**config.mk**
```make
export PLATFORM = sky130hd
export DESIGN_NAME = spi_regxfer_master
export DESIGN_NICKNAME = d
export VERILOG_FILES = /design/src/rtl/spi_regxfer_pkg.sv /design/src/rtl/spi_regxfer_shifter.sv /design/src/rtl/spi_regxfer_wake_timer.sv /design/src/rtl/spi_regxfer_master.sv
export SDC_FILE = /design/constraint.sdc
export NUM_CORES = 1
export LEC_CHECK = 0
export BUFFER_PORTS_ARGS = -buffer_cell sky130_fd_sc_hd__buf_2
export CAP_MARGIN = 5
export CELL_PAD_IN_SITES_DETAIL_PLACEMENT = 1
export CELL_PAD_IN_SITES_GLOBAL_PLACEMENT = 1
export CORE_MARGIN = 5
export CORE_UTILIZATION = 40
export CTS_BUF_LIST = sky130_fd_sc_hd__clkbuf_4 sky130_fd_sc_hd__clkbuf_8
export DETAILED_ROUTE_END_ITERATION = 8
export PLACE_DENSITY_LB_ADDON = 0.1
export SLEW_MARGIN = 20
export SYNTH_ARGS = -nofsm -noshare
export SYNTH_HDL_FRONTEND = slang
export SYNTH_SLANG_ARGS = --single-unit
```
**constraint.sdc**
```tcl
create_clock -name clk -period 7.8 [get_ports clk]
set_input_delay 0.39 -clock clk [delete_from_list [all_inputs] [get_ports clk]]
set_output_delay 0.39 -clock clk [all_outputs]
set_load 0.01 [all_outputs]
```
**src/rtl/spi_regxfer_pkg.sv**
```systemverilog
package spi_regxfer_pkg;

  localparam int LEN_W  = 6;
  localparam int ADDR_W = 24;

  typedef enum logic [2:0] {
    ST_IDLE,
    ST_WAKE_LO,
    ST_WAKE_GAP,
    ST_HDR,
    ST_STALL,
    ST_DATA
  } xfer_state_t;

  // Command header byte selected by position (0..3).
  function automatic logic [7:0] hdr_byte(input logic [1:0] sel,
                                          input logic is_rd,
                                          input logic [LEN_W-1:0] len_m1,
                                          input logic [ADDR_W-1:0] addr);
    case (sel)
      2'd0:    return {is_rd, 1'b1, len_m1};
      2'd1:    return addr[23:16];
      2'd2:    return addr[15:8];
      default: return addr[7:0];
    endcase
  endfunction

endpackage

```
**src/rtl/spi_regxfer_shifter.sv**
```systemverilog
// One-byte SPI mode 0 shifter; a single register holds TX bits (top) and RX bits (bottom).
module spi_regxfer_shifter #(
  parameter int CLK_HALF = 4
)(
  input  logic       clk,
  input  logic       rst,
  input  logic       start,
  input  logic [7:0] tx_byte,
  input  logic       miso,
  output logic       sck,
  output logic       mosi,
  output logic       byte_done,
  output logic [7:0] rx_byte
);
  localparam int HC_W = $clog2(CLK_HALF + 1);

  logic [HC_W-1:0] half_cnt;
  logic [2:0]      bit_idx;
  logic            busy;
  logic [7:0]      sreg;

  always_ff @(posedge clk) begin
    if (rst) begin
      half_cnt  <= '0;
      bit_idx   <= '0;
      busy      <= 1'b0;
      sreg      <= '0;
      sck       <= 1'b0;
      mosi      <= 1'b0;
      byte_done <= 1'b0;
    end else begin
      byte_done <= 1'b0;
      if (start) begin
        sreg     <= tx_byte;
        mosi     <= tx_byte[7];
        half_cnt <= '0;
        bit_idx  <= '0;
        busy     <= 1'b1;
        sck      <= 1'b0;
      end else if (busy) begin
        if (half_cnt == HC_W'(CLK_HALF - 1)) begin
          half_cnt <= '0;
          if (!sck) begin
            sck  <= 1'b1;
            sreg <= {sreg[6:0], miso};
          end else begin
            sck <= 1'b0;
            if (bit_idx == 3'd7) begin
              busy      <= 1'b0;
              byte_done <= 1'b1;
            end else begin
              bit_idx <= bit_idx + 3'd1;
              mosi    <= sreg[7];
            end
          end
        end else begin
          half_cnt <= half_cnt + HC_W'(1);
        end
      end
    end
  end

  assign rx_byte = sreg;

  // the clock rests low outside a byte
  a_r2_sck_rests_low: assert property (@(posedge clk) disable iff (rst)
    !busy |-> !sck);
  // MOSI holds while the clock is high
  a_r2_mosi_stable_high: assert property (@(posedge clk) disable iff (rst)
    (sck && $past(sck)) |-> $stable(mosi));

endmodule

```
**src/rtl/spi_regxfer_wake_timer.sv**
```systemverilog
// Tracks how long chip select has been high; flags a wake need after reset or long quiet.
module spi_regxfer_wake_timer #(
  parameter int IDLE_CYCLES = 90_000_000
)(
  input  logic clk,
  input  logic rst,
  input  logic bus_active,
  output logic wake_due
);
  localparam int IC_W = $clog2(IDLE_CYCLES + 1);

  logic [IC_W-1:0] quiet_cnt;
  logic            fresh;

  always_ff @(posedge clk) begin
    if (rst) begin
      quiet_cnt <= '0;
      fresh     <= 1'b1;
    end else if (bus_active) begin
      quiet_cnt <= '0;
      fresh     <= 1'b0;
    end else if (quiet_cnt != IC_W'(IDLE_CYCLES)) begin
      quiet_cnt <= quiet_cnt + IC_W'(1);
    end
  end

  assign wake_due = fresh || (quiet_cnt == IC_W'(IDLE_CYCLES));

  // any bus activity clears the wake need
  a_r8_activity_clears: assert property (@(posedge clk) disable iff (rst)
    bus_active |=> !wake_due);

endmodule

```
**src/rtl/spi_regxfer_master.sv**
```systemverilog
module spi_regxfer_master #(
  parameter int CLK_HALF      = 4,
  parameter int STALL_TIMEOUT = 10_000_000,
  parameter int IDLE_CYCLES   = 90_000_000,
  parameter int WAKE_PULSE    = 100,
  parameter int WAKE_GAP      = 10_000
)(
  input  logic        clk,
  input  logic        rst,
  input  logic        req_valid,
  input  logic        req_read,
  input  logic [5:0]  req_len_m1,
  input  logic [23:0] req_addr,
  input  logic [7:0]  wr_data,
  output logic        wr_take,
  output logic [7:0]  rd_data,
  output logic        rd_valid,
  output logic        done,
  output logic        err,
  output logic        spi_cs_n,
  output logic        spi_sck,
  output logic        spi_mosi,
  input  logic        spi_miso
);
  import spi_regxfer_pkg::*;

  localparam int DLY_MAX = (WAKE_PULSE > WAKE_GAP) ? WAKE_PULSE : WAKE_GAP;
  localparam int DLY_W   = $clog2(DLY_MAX + 1);
  localparam int ST_W    = $clog2(STALL_TIMEOUT + 1);

  xfer_state_t       state;
  logic              rd_q;
  logic [LEN_W-1:0]  len_q;
  logic [ADDR_W-1:0] addr_q;
  logic [LEN_W-1:0]  idx;
  logic [DLY_W-1:0]  dly_cnt;
  logic [ST_W-1:0]   stall_cnt;
  logic              cs_n_q;
  logic              sh_start;
  logic [7:0]        sh_tx;
  logic              sh_done;
  logic [7:0]        sh_rx;
  logic              wake_due;
  logic [7:0]        data_tx;

  assign data_tx = rd_q ? 8'h00 : wr_data;

  spi_regxfer_shifter #(.CLK_HALF(CLK_HALF)) u_shift (
    .clk       (clk),
    .rst       (rst),
    .start     (sh_start),
    .tx_byte   (sh_tx),
    .miso      (spi_miso),
    .sck       (spi_sck),
    .mosi      (spi_mosi),
    .byte_done (sh_done),
    .rx_byte   (sh_rx)
  );

  spi_regxfer_wake_timer #(.IDLE_CYCLES(IDLE_CYCLES)) u_wake (
    .clk        (clk),
    .rst        (rst),
    .bus_active (!cs_n_q),
    .wake_due   (wake_due)
  );

  always_ff @(posedge clk) begin
    if (rst) begin
      state     <= ST_IDLE;
      rd_q      <= 1'b0;
      len_q     <= '0;
      addr_q    <= '0;
      idx       <= '0;
      dly_cnt   <= '0;
      stall_cnt <= '0;
      cs_n_q    <= 1'b1;
      sh_start  <= 1'b0;
      sh_tx     <= '0;
      wr_take   <= 1'b0;
      rd_data   <= '0;
      rd_valid  <= 1'b0;
      done      <= 1'b0;
      err       <= 1'b0;
    end else begin
      sh_start <= 1'b0;
      wr_take  <= 1'b0;
      rd_valid <= 1'b0;
      done     <= 1'b0;
      err      <= 1'b0;
      case (state)
        ST_IDLE: begin
          if (req_valid) begin
            rd_q   <= req_read;
            len_q  <= req_len_m1;
            addr_q <= req_addr;
            idx    <= '0;
            cs_n_q <= 1'b0;
            if (wake_due) begin
              dly_cnt <= DLY_W'(WAKE_PULSE - 1);
              state   <= ST_WAKE_LO;
            end else begin
              sh_start <= 1'b1;
              sh_tx    <= hdr_byte(2'd0, req_read, req_len_m1, req_addr);
              state    <= ST_HDR;
            end
          end
        end
        ST_WAKE_LO: begin
          if (dly_cnt == '0) begin
            cs_n_q  <= 1'b1;
            dly_cnt <= DLY_W'(WAKE_GAP - 1);
            state   <= ST_WAKE_GAP;
          end else begin
            dly_cnt <= dly_cnt - DLY_W'(1);
          end
        end
        ST_WAKE_GAP: begin
          if (dly_cnt == '0) begin
            cs_n_q   <= 1'b0;
            sh_start <= 1'b1;
            sh_tx    <= hdr_byte(2'd0, rd_q, len_q, addr_q);
            state    <= ST_HDR;
          end else begin
            dly_cnt <= dly_cnt - DLY_W'(1);
          end
        end
        ST_HDR: begin
          if (sh_done) begin
            sh_start <= 1'b1;
            if (idx == LEN_W'(3)) begin
              idx <= '0;
              if (sh_rx[0]) begin
                sh_tx   <= data_tx;
                wr_take <= !rd_q;
                state   <= ST_DATA;
              end else begin
                sh_tx     <= 8'h00;
                stall_cnt <= '0;
                state     <= ST_STALL;
              end
            end else begin
              idx   <= idx + LEN_W'(1);
              sh_tx <= hdr_byte(idx[1:0] + 2'd1, rd_q, len_q, addr_q);
            end
          end
        end
        ST_STALL: begin
          if (stall_cnt != ST_W'(STALL_TIMEOUT))
            stall_cnt <= stall_cnt + ST_W'(1);
          if (sh_done) begin
            if (sh_rx[0]) begin
              sh_start <= 1'b1;
              sh_tx    <= data_tx;
              wr_take  <= !rd_q;
              state    <= ST_DATA;
            end else if (stall_cnt == ST_W'(STALL_TIMEOUT)) begin
              cs_n_q <= 1'b1;
              err    <= 1'b1;
              state  <= ST_IDLE;
            end else begin
              sh_start <= 1'b1;
              sh_tx    <= 8'h00;
            end
          end
        end
        ST_DATA: begin
          if (sh_done) begin
            if (rd_q) begin
              rd_data  <= sh_rx;
              rd_valid <= 1'b1;
            end
            if (idx == len_q) begin
              cs_n_q <= 1'b1;
              done   <= 1'b1;
              state  <= ST_IDLE;
            end else begin
              idx      <= idx + LEN_W'(1);
              sh_start <= 1'b1;
              sh_tx    <= data_tx;
              wr_take  <= !rd_q;
            end
          end
        end
        default: state <= ST_IDLE;
      endcase
    end
  end

  assign spi_cs_n = cs_n_q;

  // select held low through header, polling and data
  a_r4_cs_held: assert property (@(posedge clk) disable iff (rst)
    (state == ST_HDR || state == ST_STALL || state == ST_DATA) |-> !spi_cs_n);
  // completion pulses are exclusive and come with select released
  a_r9_pulse_exclusive: assert property (@(posedge clk) disable iff (rst)
    $onehot0({done, err}));
  a_r9_released_at_end: assert property (@(posedge clk) disable iff (rst)
    (done || err) |-> spi_cs_n);
  a_r9_single_pulse: assert property (@(posedge clk) disable iff (rst)
    (done || err) |=> !(done || err));
  // clock rests low while deselected
  a_r2_sck_low_deselected: assert property (@(posedge clk) disable iff (rst)
    spi_cs_n |-> !spi_sck);
  // strobes match the direction
  a_r3_take_on_write: assert property (@(posedge clk) disable iff (rst)
    wr_take |-> !rd_q);
  a_r3_valid_on_read: assert property (@(posedge clk) disable iff (rst)
    rd_valid |-> rd_q);
  // an error only leaves the polling phase
  a_r7_err_from_stall: assert property (@(posedge clk) disable iff (rst)
    err |-> $past(state == ST_STALL));

endmodule

```
==> results.toml, run 1 <==
[sta]
min_period_over_period_pct = 40.2
report.final.slew_viol_count = 0
maxSlewHeadroom_pct = 31.5
finClkSkew_ns = 0.0137
unrepaired_setup_endpoints_after_global_routing = "false"
final.setup.tns_ns = 0
timing.final.hold_violations = 0
worst_slew_pin_slew_ns = 1.02
timing.final.ws_setup_ns = 4.66
timing.final.crit_period_ns = 3.14
fin_worst_hold_slack_ns = 0.156
fmaxAchievable_ghz = 0.319
setup_viol = 0

[power]
vdd_drop_max_v = 0.000114
power.sequential.fraction_pct = 39.3
internal-power_mw = 1.45
power.total_mw = 2.42
comb_power_share_pct = 34.1
p_leak_nw = 2.94
sw_frac_of_total_pct = 40.2
pwr_per_cell_area_nw_per_um2 = 295
psw_uw = 973
power_frac_clock_pct = 26.6

[grt]
grt_antenna_before_repair = 0
global_router_s_overall_resource_usage_pct = 19.7
globalRoute.totalOverflow = 0
grt_start_max_net_pins = 45
first_pass_grt_wire_length_mm = 35.0
grt_pass1_vias = 6891

[cts]
clkLatencyLatePin_ns = 0.46
post-cts-setup-buffer-count = 0
cts_resized = 0
clk_pin_slew_worst_paths_ns = 0.09
hold_buffers = 0
cts_num_sinks = 146
tritoncts = "done"
htree_num_levels = 4
cts_inserted_buffers = 17
root_buffer = "sky130_fd_sc_hd__clkbuf_8"
max-clock-path-buffers = 2

[detailed_routing]
drt-pass1-iter-count = 4
aggregate_routed_wire_length_mm = 20.9
met1Wirelength_mm = 9.92
detail_route.iter0.violations = 356
met2RoutedLength_mm = 10.0
wl_met3_um = 502
final_antenna_net_count = 0
drc_errors = 0
uppermost_layer_routed = "met4"
dr_total_vias = 6771
post_drt_wl_per_cell_um = 17.4
route.detailed.vias_per_inst = 5.65

[final_layout]
seqCellArea_um2 = 2920
final.fill_count = 2249
total_area_of_multi_input_combinational_cells_um2 = 4150
antenna-diode-count = 0
drive_above_1_share_pct = 11.5
layout_cells_excl_fill = 1199
area.growth.synth_to_final_pct = 11.5
layout.core_utilization_pct = 45.5
fin_nets = 1014
finalInstanceArea_um2 = 8200

[floorplan]
num_io_pins = 58
floorplan.die.height_um = 146
design.core.area_um2 = 18000
chipWidth_um = 146
fp.dieArea_um2 = 21200
rows = 49
initial_utilization_pct = 40.8

[worst_hold_path]
timing.hold.worst_path_depth = 3
hp-class = "in2reg"

[outcome]
status = "finished clean"

[setup_path]
timing.critical_path.from_type = "flip-flop"
timing.reg2reg.setup_slack_ns = 4.66
criticalPathCategory = "reg2reg"
cp_data_required_time_ns = 8.20
critPathArrivalTime_ns = 3.53
ff2ff_path_depth = 7
path_max_fanout = 28
critical_path.endpoint_type = "flip-flop"

[logic_synthesis]
postSynthCellCount = 925
synth_largest_area_cell = "sky130_fd_sc_hd__dfxtp_1"
syn-mean-instance-area_um2 = 7.95
synth-warning-count = 0
synth-seq-cells = 146
synthesized_nets = 982
synth_cell_types = 68
yosys-top-cells-count = "146 x sky130_fd_sc_hd__dfxtp_1, 118 x sky130_fd_sc_hd__nand2_1, 114 x sky130_fd_sc_hd__a21oi_1"
post-synth-top-area-fraction_pct = 39.7
synthArstFlopShare_pct = 0
synthFlopType = "sky130_fd_sc_hd__dfxtp_1"
yosys-top-cells-area = "sky130_fd_sc_hd__dfxtp_1 40%, sky130_fd_sc_hd__a21oi_1 7.8%, sky130_fd_sc_hd__nand2_1 6.0%"
synth_most_common_cell = "sky130_fd_sc_hd__dfxtp_1"
yosysSeqAreaShare_pct = 39.7
synth_enable_flop_cells = 0
syn_area_um2 = 7350

[placed_design]
detailed_place.area_um2 = 7780
port-buffer-count = 57
post-place-cells = 1167
gp_congestion = 0.793
detailedPlacementHpwl_mm = 15.0
post-place-ws_ns = 4.71

[run]
max_cap_viol_count = 0
-- power groups by stage --
stage,Clock (mW),Combinational [mW],Sequential (mW)
finish,0.643,0.825,0.950
detailed placement,0,0.828,0.966
global route,0.696,0.929,0.964
floorplan,0,0.628,0.912
global placement,0,0.820,0.964
CTS,0.662,0.831,0.950
-- path summary, 6_finish.rpt --
kind                               to                 from
setup / recovery        stall_cnt[21]             state[2]
setup reg to reg        stall_cnt[21]             state[2]
hold reg to reg   u_shift.half_cnt[2]  u_shift.half_cnt[2]
hold / removal              addr_q[6]          req_addr[6]
-- critical path, cell delays in order, from the launching register on --
cell	delay (ns)
sky130_fd_sc_hd__dfxtp_1	0.32
sky130_fd_sc_hd__buf_4	0.28
sky130_fd_sc_hd__inv_1	0.29
sky130_fd_sc_hd__nor3_1	0.73
sky130_fd_sc_hd__o21ai_2	0.38
sky130_fd_sc_hd__or4_4	0.61
sky130_fd_sc_hd__or3_1	0.32
sky130_fd_sc_hd__a21oi_1	0.14
-- state kept, by name, summed over array words and instances (netlist names), 6 cells and up --
register,cells
idx,6
len_q,6
addr_q,24
u_shift.rx_byte,8
rd_data,8
sh_tx,8
stall_cnt,24
u_wake.quiet_cnt,27
dly_cnt,14
-- routing by layer --
| metal | GRT usage [%] | up-vias |
|---|---|---|
| li1 | - | 3377 |
| met1 | 26.2 | 3276 |
| met2 | 32.5 | 88 |
| met3 | 3.30 | 30 |
| met4 | 6.95 | 0 |
| met5 | 0 | - |
-- logic make-up after synthesis --
kind of cell             Yosys count  synth area share [%]
AO/OA/AOI/OAI                    238                  19.5
flip-flops                       146                  39.7
buffers and inverters             73                  3.88
multiplexers                      16                  2.21
adder cells (fa/ha/maj)           14                  2.38
XOR/XNOR                          46                  5.48
AND/OR/NAND/NOR                  392                  26.8
-- layout make-up --
cell class	count	share of cell area (%)
repair buffers	63	4.03
multi-input cells	706	50.6
well taps	229	3.49
clock inverters	14	2.21
inverters	23	1.05
flip-flops and latches	146	35.6
clock buffers	18	2.95
-- cell usage in the layout (no fill, tap or decap), types with 6 or more instances in the layout --
cell	n
sky130_fd_sc_hd__and4_1	7
sky130_fd_sc_hd__nor4_1	14
sky130_fd_sc_hd__xnor2_1	20
sky130_fd_sc_hd__nand2b_1	13
sky130_fd_sc_hd__xor2_1	26
sky130_fd_sc_hd__ha_1	14
sky130_fd_sc_hd__o31ai_1	12
sky130_fd_sc_hd__and3_1	6
sky130_fd_sc_hd__nand2_1	118
sky130_fd_sc_hd__or3_1	15
sky130_fd_sc_hd__mux2i_1	14
sky130_fd_sc_hd__nand4_1	25
sky130_fd_sc_hd__inv_1	22
sky130_fd_sc_hd__a311oi_1	6
sky130_fd_sc_hd__nor3_1	29
sky130_fd_sc_hd__buf_4	6
sky130_fd_sc_hd__nand3_1	28
sky130_fd_sc_hd__buf_2	57
sky130_fd_sc_hd__a22oi_1	6
sky130_fd_sc_hd__dfxtp_1	146
sky130_fd_sc_hd__nor2b_1	10
sky130_fd_sc_hd__o21ai_0	49
sky130_fd_sc_hd__clkbuf_8	17
sky130_fd_sc_hd__a21oi_1	114
sky130_fd_sc_hd__nor2_1	93
Note: power is estimated with default switching activity, not from simulation.
==> run 2: changes to the inputs <==
ABC_AREA = 1   (was unset)
clock period = 3.2 ns   (was 7.8 ns; I/O delays follow)
==> results.toml, run 2 <==
[setup_path]
critPathArrivalTime_ns = 2.82
criticalPathCategory = "reg2reg"
ff2ff_path_depth = 11
path_max_fanout = 17
timing.critical_path.from_type = "flip-flop"
rr_endpoint = "sh_tx[4]"
timing.reg2reg.setup_slack_ns = 0.74
critical_path.endpoint_type = "flip-flop"
cp_data_required_time_ns = 3.55
timing.rr.start = "state[1]"

[grt]
first_pass_grt_wire_length_mm = 39.3
grt_use_met2_pct = 38.9
globalRoute.totalOverflow = 0
global_router_s_overall_resource_usage_pct = 21.4
met1_usage_pct = 26.6
global_routing_s_busiest_layer = "met2"
grt_start_max_net_pins = 44
grt_antenna_before_repair = 0
grt_pass1_vias = 8209
groute.layer.met3.usage_pct = 2.96

[power]
internal-power_mw = 3.68
vdd_drop_max_v = 0.000290
sw_frac_of_total_pct = 39.6
p_leak_nw = 3.87
comb_power_share_pct = 34.8
psw_mw = 2.41
power_frac_clock_pct = 28.5
power.sequential.fraction_pct = 36.7
pwr_per_cell_area_nw_per_um2 = 664

[logic_synthesis]
post-synth-top-area-fraction_pct = 36.8
synth_largest_area_cell = "sky130_fd_sc_hd__dfxtp_1"
yosysSeqAreaShare_pct = 36.8
postSynthCellCount = 1254
syn-mean-instance-area_um2 = 6.33
synth-warning-count = 0
synthesized_nets = 1311
synth_cell_types = 41
yosys-top-cells-count = "363 x sky130_fd_sc_hd__nand2_1, 172 x sky130_fd_sc_hd__nor2_1, 146 x sky130_fd_sc_hd__dfxtp_1"
yosys-top-cells-area = "sky130_fd_sc_hd__dfxtp_1 37%, sky130_fd_sc_hd__nand2_1 17%, sky130_fd_sc_hd__nor2_1 8.1%"
synth_most_common_cell = "sky130_fd_sc_hd__nand2_1"
synthArstFlopShare_pct = 0
syn_area_um2 = 7930
synthFlopType = "sky130_fd_sc_hd__dfxtp_1"
synth_enable_flop_cells = 0
synth-seq-cells = 146

[sta]
fmaxAchievable_ghz = 0.406
timing.final.hold_violations = 0
unrepaired_setup_endpoints_after_global_routing = "false"
report.final.slew_viol_count = 0
final.setup.tns_ns = 0
timing.final.crit_period_ns = 2.46
min_period_over_period_pct = 77.0
timing.final.ws_setup_ns = 0.735
maxSlewHeadroom_pct = 48.1
finClkSkew_ns = 0.0164
setup_viol = 0
worst_slew_pin_slew_ns = 0.773

[final_layout]
drive_above_1_share_pct = 8.93
total_area_of_multi_input_combinational_cells_um2 = 4280
finalInstanceArea_um2 = 9180
max_ffs_per_register = 27
largest_registers = "u_wake.quiet_cnt x27, addr_q x24, stall_cnt x24"
fin_nets = 1388
final_cell_mix = "363 x sky130_fd_sc_hd__nand2_1, 172 x sky130_fd_sc_hd__nor2_1, 146 x sky130_fd_sc_hd__dfxtp_1"
final_common_cell = "sky130_fd_sc_hd__nand2_1"
seqCellArea_um2 = 2920
final.fill_count = 2639
antenna-diode-count = 0
registers.top_by_ff_count = "u_wake.quiet_cnt"
area.growth.synth_to_final_pct = 15.7

[cts]
cts_inserted_buffers = 17
htree_num_levels = 4
post-cts-setup-buffer-count = 0
cts_num_sinks = 146
clkLatencyLatePin_ns = 0.46
clk_pin_slew_worst_paths_ns = 0.08
tritoncts = "done"
cts_resized = 0
hold_buffers = 26
root_buffer = "sky130_fd_sc_hd__clkbuf_8"
max-clock-path-buffers = 2

[detailed_routing]
detail_route.iter0.violations = 304
final_antenna_net_count = 0
aggregate_routed_wire_length_mm = 23.5
route.detailed.vias_per_inst = 5.06
post_drt_wl_per_cell_um = 14.6
dr_total_vias = 8141
drt-pass1-iter-count = 4
drc_errors = 0

[floorplan]
floorplan.die.height_um = 151
rows = 51
design.core.area_um2 = 19500
initial_utilization_pct = 40.6
fp.dieArea_um2 = 22800
num_io_pins = 58
chipWidth_um = 151

[worst_hold_path]
hp-class = "in2reg"
timing.hold.worst_path_depth = 3
hold_path_end = "len_q[5]"
start_point_of_the_worst_min_delay_path = "req_len_m1[5]"

[placed_design]
detailedPlacementHpwl_mm = 17.2
post-place-ws_ns = 0.838
detailed_place.area_um2 = 8450
port-buffer-count = 57
gp_congestion = 0.882

[outcome]
status = "finished clean"

[run]
max_cap_viol_count = 0
[run 2: logic make-up after synthesis]
| family | count (synthesis) | synth area share (%) |
|---|---|---|
| DFF | 146 | 36.8 |
| AOI/OAI and AO/OA | 214 | 14.4 |
| and+or+nand+nor | 686 | 36.1 |
| buffers and inverters | 183 | 9.18 |
| xor gates and xnor gates | 11 | 1.21 |
| adders and majority gates | 14 | 2.21 |
[run 2: power by group through the flow]
| stage | clock (mW) | combinational (mW) | sequential (mW) |
|---|---|---|---|
| after CTS | 1.79 | 2.15 | 2.24 |
| after detailed placement | 0 | 2.10 | 2.28 |
| final | 1.74 | 2.12 | 2.24 |
| after global routing | 1.87 | 2.44 | 2.27 |
| after floorplan | 0 | 1.63 | 2.21 |
| after global placement | 0 | 2.07 | 2.27 |
[run 2: area by class of cell]
cell class,count,area share [%]
Tap cell,265,3.61
Multi-Input combinational cell,925,46.6
Inverter,149,6.09
Clock buffer,19,2.71
Clock inverter,13,2.43
Timing Repair Buffer,92,6.68
Sequential cell,146,31.8
[run 2: worst max-delay path by stage]
stage,from,to,cells past startpoint
detailed placement,state[1],stall_cnt[5],7
CTS,state[1],sh_tx[4],11
global route,state[1],sh_tx[4],11
finish,state[1],sh_tx[4],11
floorplan,dly_cnt[0],sh_tx[0],12
global placement,state[1],sh_tx[0],11
[run 2: per-layer routing]
| metal | up-vias | wire [µm] |
|---|---|---|
| met2 | 93 | 11800 |
| met3 | 17 | 553 |
| met1 | 3850 | 10900 |
| met5 | - | 0 |
| met4 | 0 | 221 |
| li1 | 4181 | - |
[run 2: stage by stage]
stage	instances	hold slack, ns	total power, mW	util, %
2_1_floorplan	1254	0.304	3.84	-
3_3_place_gp	1551	0.410	4.34	43.3
3_5_place_dp	1551	0.419	4.38	43.3
4_1_cts	1609	0.0178	6.17	47.0
5_1_grt	1609	0.0427	6.58	47.0
6_report	1609	0.0431	6.10	47.0
[run 2: worst max-delay path: stages (launching register included)]
cell and delay, ns:
sky130_fd_sc_hd__dfxtp_1 0.47, sky130_fd_sc_hd__nor2_1 0.11, sky130_fd_sc_hd__nand2_1 0.18, sky130_fd_sc_hd__clkinv_1 0.50
sky130_fd_sc_hd__nand2_1 0.34, sky130_fd_sc_hd__nand2_1 0.23, sky130_fd_sc_hd__a21oi_1 0.21, sky130_fd_sc_hd__nand2_1 0.09
sky130_fd_sc_hd__nand2_1 0.06, sky130_fd_sc_hd__nand2_1 0.05, sky130_fd_sc_hd__nor2_1 0.08, sky130_fd_sc_hd__nor2_1 0.05
==> run 3: changes to the inputs <==
clock period = 2.4 ns   (was 3.2 ns; I/O delays follow)
==> results.toml, run 3 (synthesized netlist as in run 2, its figures left out) <==
[detailed_routing]
post_drt_wl_per_cell_um = 14.5
route.detailed.vias_per_inst = 5.04
drt-pass1-iter-count = 4
detail_route.iter0.violations = 363
drc_errors = 0
aggregate_routed_wire_length_mm = 23.6
dr_total_vias = 8188
final_antenna_net_count = 0

[placed_design]
port-buffer-count = 57
gp_congestion = 0.858
detailedPlacementHpwl_mm = 17.5
post-place-cells = 1562
detailed_place.area_um2 = 8530

[sta]
timing.final.crit_period_ns = 2.12
worst_slew_pin_slew_ns = 0.602
timing.final.hold_violations = 0
min_period_over_period_pct = 88.5
setup_viol = 0
finClkSkew_ns = 0.0150
maxSlewHeadroom_pct = 59.6
report.final.slew_viol_count = 0
fmaxAchievable_ghz = 0.471
unrepaired_setup_endpoints_after_global_routing = "true"

[grt]
grt_start_max_net_pins = 33
grt_pass1_vias = 8428
globalRoute.totalOverflow = 0
global_router_s_overall_resource_usage_pct = 21.8
first_pass_grt_wire_length_mm = 40.3
grt_antenna_before_repair = 0

[cts]
cts_resized = 0
htree_num_levels = 4
cts_inserted_buffers = 17
root_buffer = "sky130_fd_sc_hd__clkbuf_8"
tritoncts = "done"
cts_num_sinks = 146
max-clock-path-buffers = 2
clkLatencyLatePin_ns = 0.46
clk_pin_slew_worst_paths_ns = 0.09

[floorplan]
floorplan.die.height_um = 151
num_io_pins = 58
initial_utilization_pct = 40.6
chipWidth_um = 151
fp.dieArea_um2 = 22800
design.core.area_um2 = 19500
rows = 51

[setup_path]
timing.critical_path.from_type = "flip-flop"
path_max_fanout = 16
cp_data_required_time_ns = 2.74
criticalPathCategory = "reg2reg"
critPathArrivalTime_ns = 2.47
critical_path.endpoint_type = "flip-flop"

[power]
internal-power_mw = 4.56
vdd_drop_max_v = 0.000397
power.total_mw = 7.88
comb_power_share_pct = 37.1
p_leak_nw = 3.91
psw_mw = 3.32
pwr_per_cell_area_nw_per_um2 = 853
sw_frac_of_total_pct = 42.1
power_frac_clock_pct = 24.9
power.sequential.fraction_pct = 38.0

[run]
max_cap_viol_count = 0

[final_layout]
final_cell_mix = "363 x sky130_fd_sc_hd__nand2_1, 172 x sky130_fd_sc_hd__nor2_1, 146 x sky130_fd_sc_hd__dfxtp_1"
max_ffs_per_register = 27
final.fill_count = 2663
seqCellArea_um2 = 2920
fin_nets = 1404
final_common_cell = "sky130_fd_sc_hd__nand2_1"
largest_registers = "u_wake.quiet_cnt x27, addr_q x24, stall_cnt x24"
drive_above_1_share_pct = 9.63
finalInstanceArea_um2 = 9230
total_area_of_multi_input_combinational_cells_um2 = 4280
layout_cells_excl_fill = 1625
antenna-diode-count = 0
area.growth.synth_to_final_pct = 16.4
registers.top_by_ff_count = "u_wake.quiet_cnt"

[outcome]
status = "finished clean"

[worst_hold_path]
hp-class = "in2reg"
run 3: changes by cell type in the layout (fill, tap and decap cells not counted), sizes merged, moves of 3 or more:
cell         delta
buf            +11
bufinv          -4
clkinv          +3
dlygate4sd3     +5
inv             +3
run 3: stage by stage:
stage	setup WS [ns]	TNS, ns	hold slack, ns	utilization [%]
floorplan	0.704	0	0.264	-
global placement	0.343	0	0.373	43.7
detailed placement	0.281	0	0.377	43.7
CTS	0.279	0	0.140	47.3
global route	-0.00200	-0.00200	0.155	47.3
finish	0.276	0	0.165	47.3
run 3: layout make-up:
| class | instances | share of cell area, % |
|---|---|---|
| multi-input combinational | 925 | 46.4 |
| sequential | 146 | 31.7 |
| timing repair buffer | 108 | 8.08 |
| inverter | 149 | 6.06 |
| tap | 265 | 3.59 |
| clock buffer | 18 | 2.68 |
| clock inverter | 14 | 1.53 |
run 3: final timing paths:
kind                                 from           end  slack [ns]  cells after the start
worst max-delay path               idx[0]  stall_cnt[0]        0.28                      8
worst min-delay path                  rst   dly_cnt[10]        0.16                      3
worst max register to register     idx[0]  stall_cnt[0]        0.28                      8
worst min register to register  addr_q[1]     addr_q[1]        0.46                      2
run 3: metal layers:
layer | GRT usage (%) | routed length [µm] | part of all wire (%) | up-vias
li1 | - | - | - | 4209
met1 | 27.8 | 11200 | 47 | 3876
met2 | 38.4 | 11500 | 49 | 79
met3 | 3.23 | 579 | 2.5 | 24
met4 | 5.89 | 352 | 1.5 | 0
met5 | 0 | 0 | 0 | -
run 3: repair_timing:
item	in CTS	in global routing
endpoints found under the setup margin	0	1
endpoints found under the hold margin	35	0
buffers inserted	0	0
hold buffers	31	0
run 3: power by group through the flow:
stage               Combinational (mW)  Sequential (mW)  Clock, mW
CTS                               2.94             2.99       2.02
floorplan                         2.17             2.95          0
finish                            2.92             2.99       1.97
detailed placement                2.88             3.05          0
global route                      3.37             3.03       2.12
global placement                  2.82             3.04          0
run 3: critical path, cell delays in order, from the launching register on:
cell                      delay, ns
sky130_fd_sc_hd__dfxtp_1       0.49
sky130_fd_sc_hd__ha_1          0.26
sky130_fd_sc_hd__nand3_1       0.19
sky130_fd_sc_hd__nand2_2       0.23
sky130_fd_sc_hd__nand2_1       0.10
sky130_fd_sc_hd__nor2_1        0.15
sky130_fd_sc_hd__inv_1         0.27
sky130_fd_sc_hd__o21ai_0       0.25
sky130_fd_sc_hd__a21oi_1       0.06
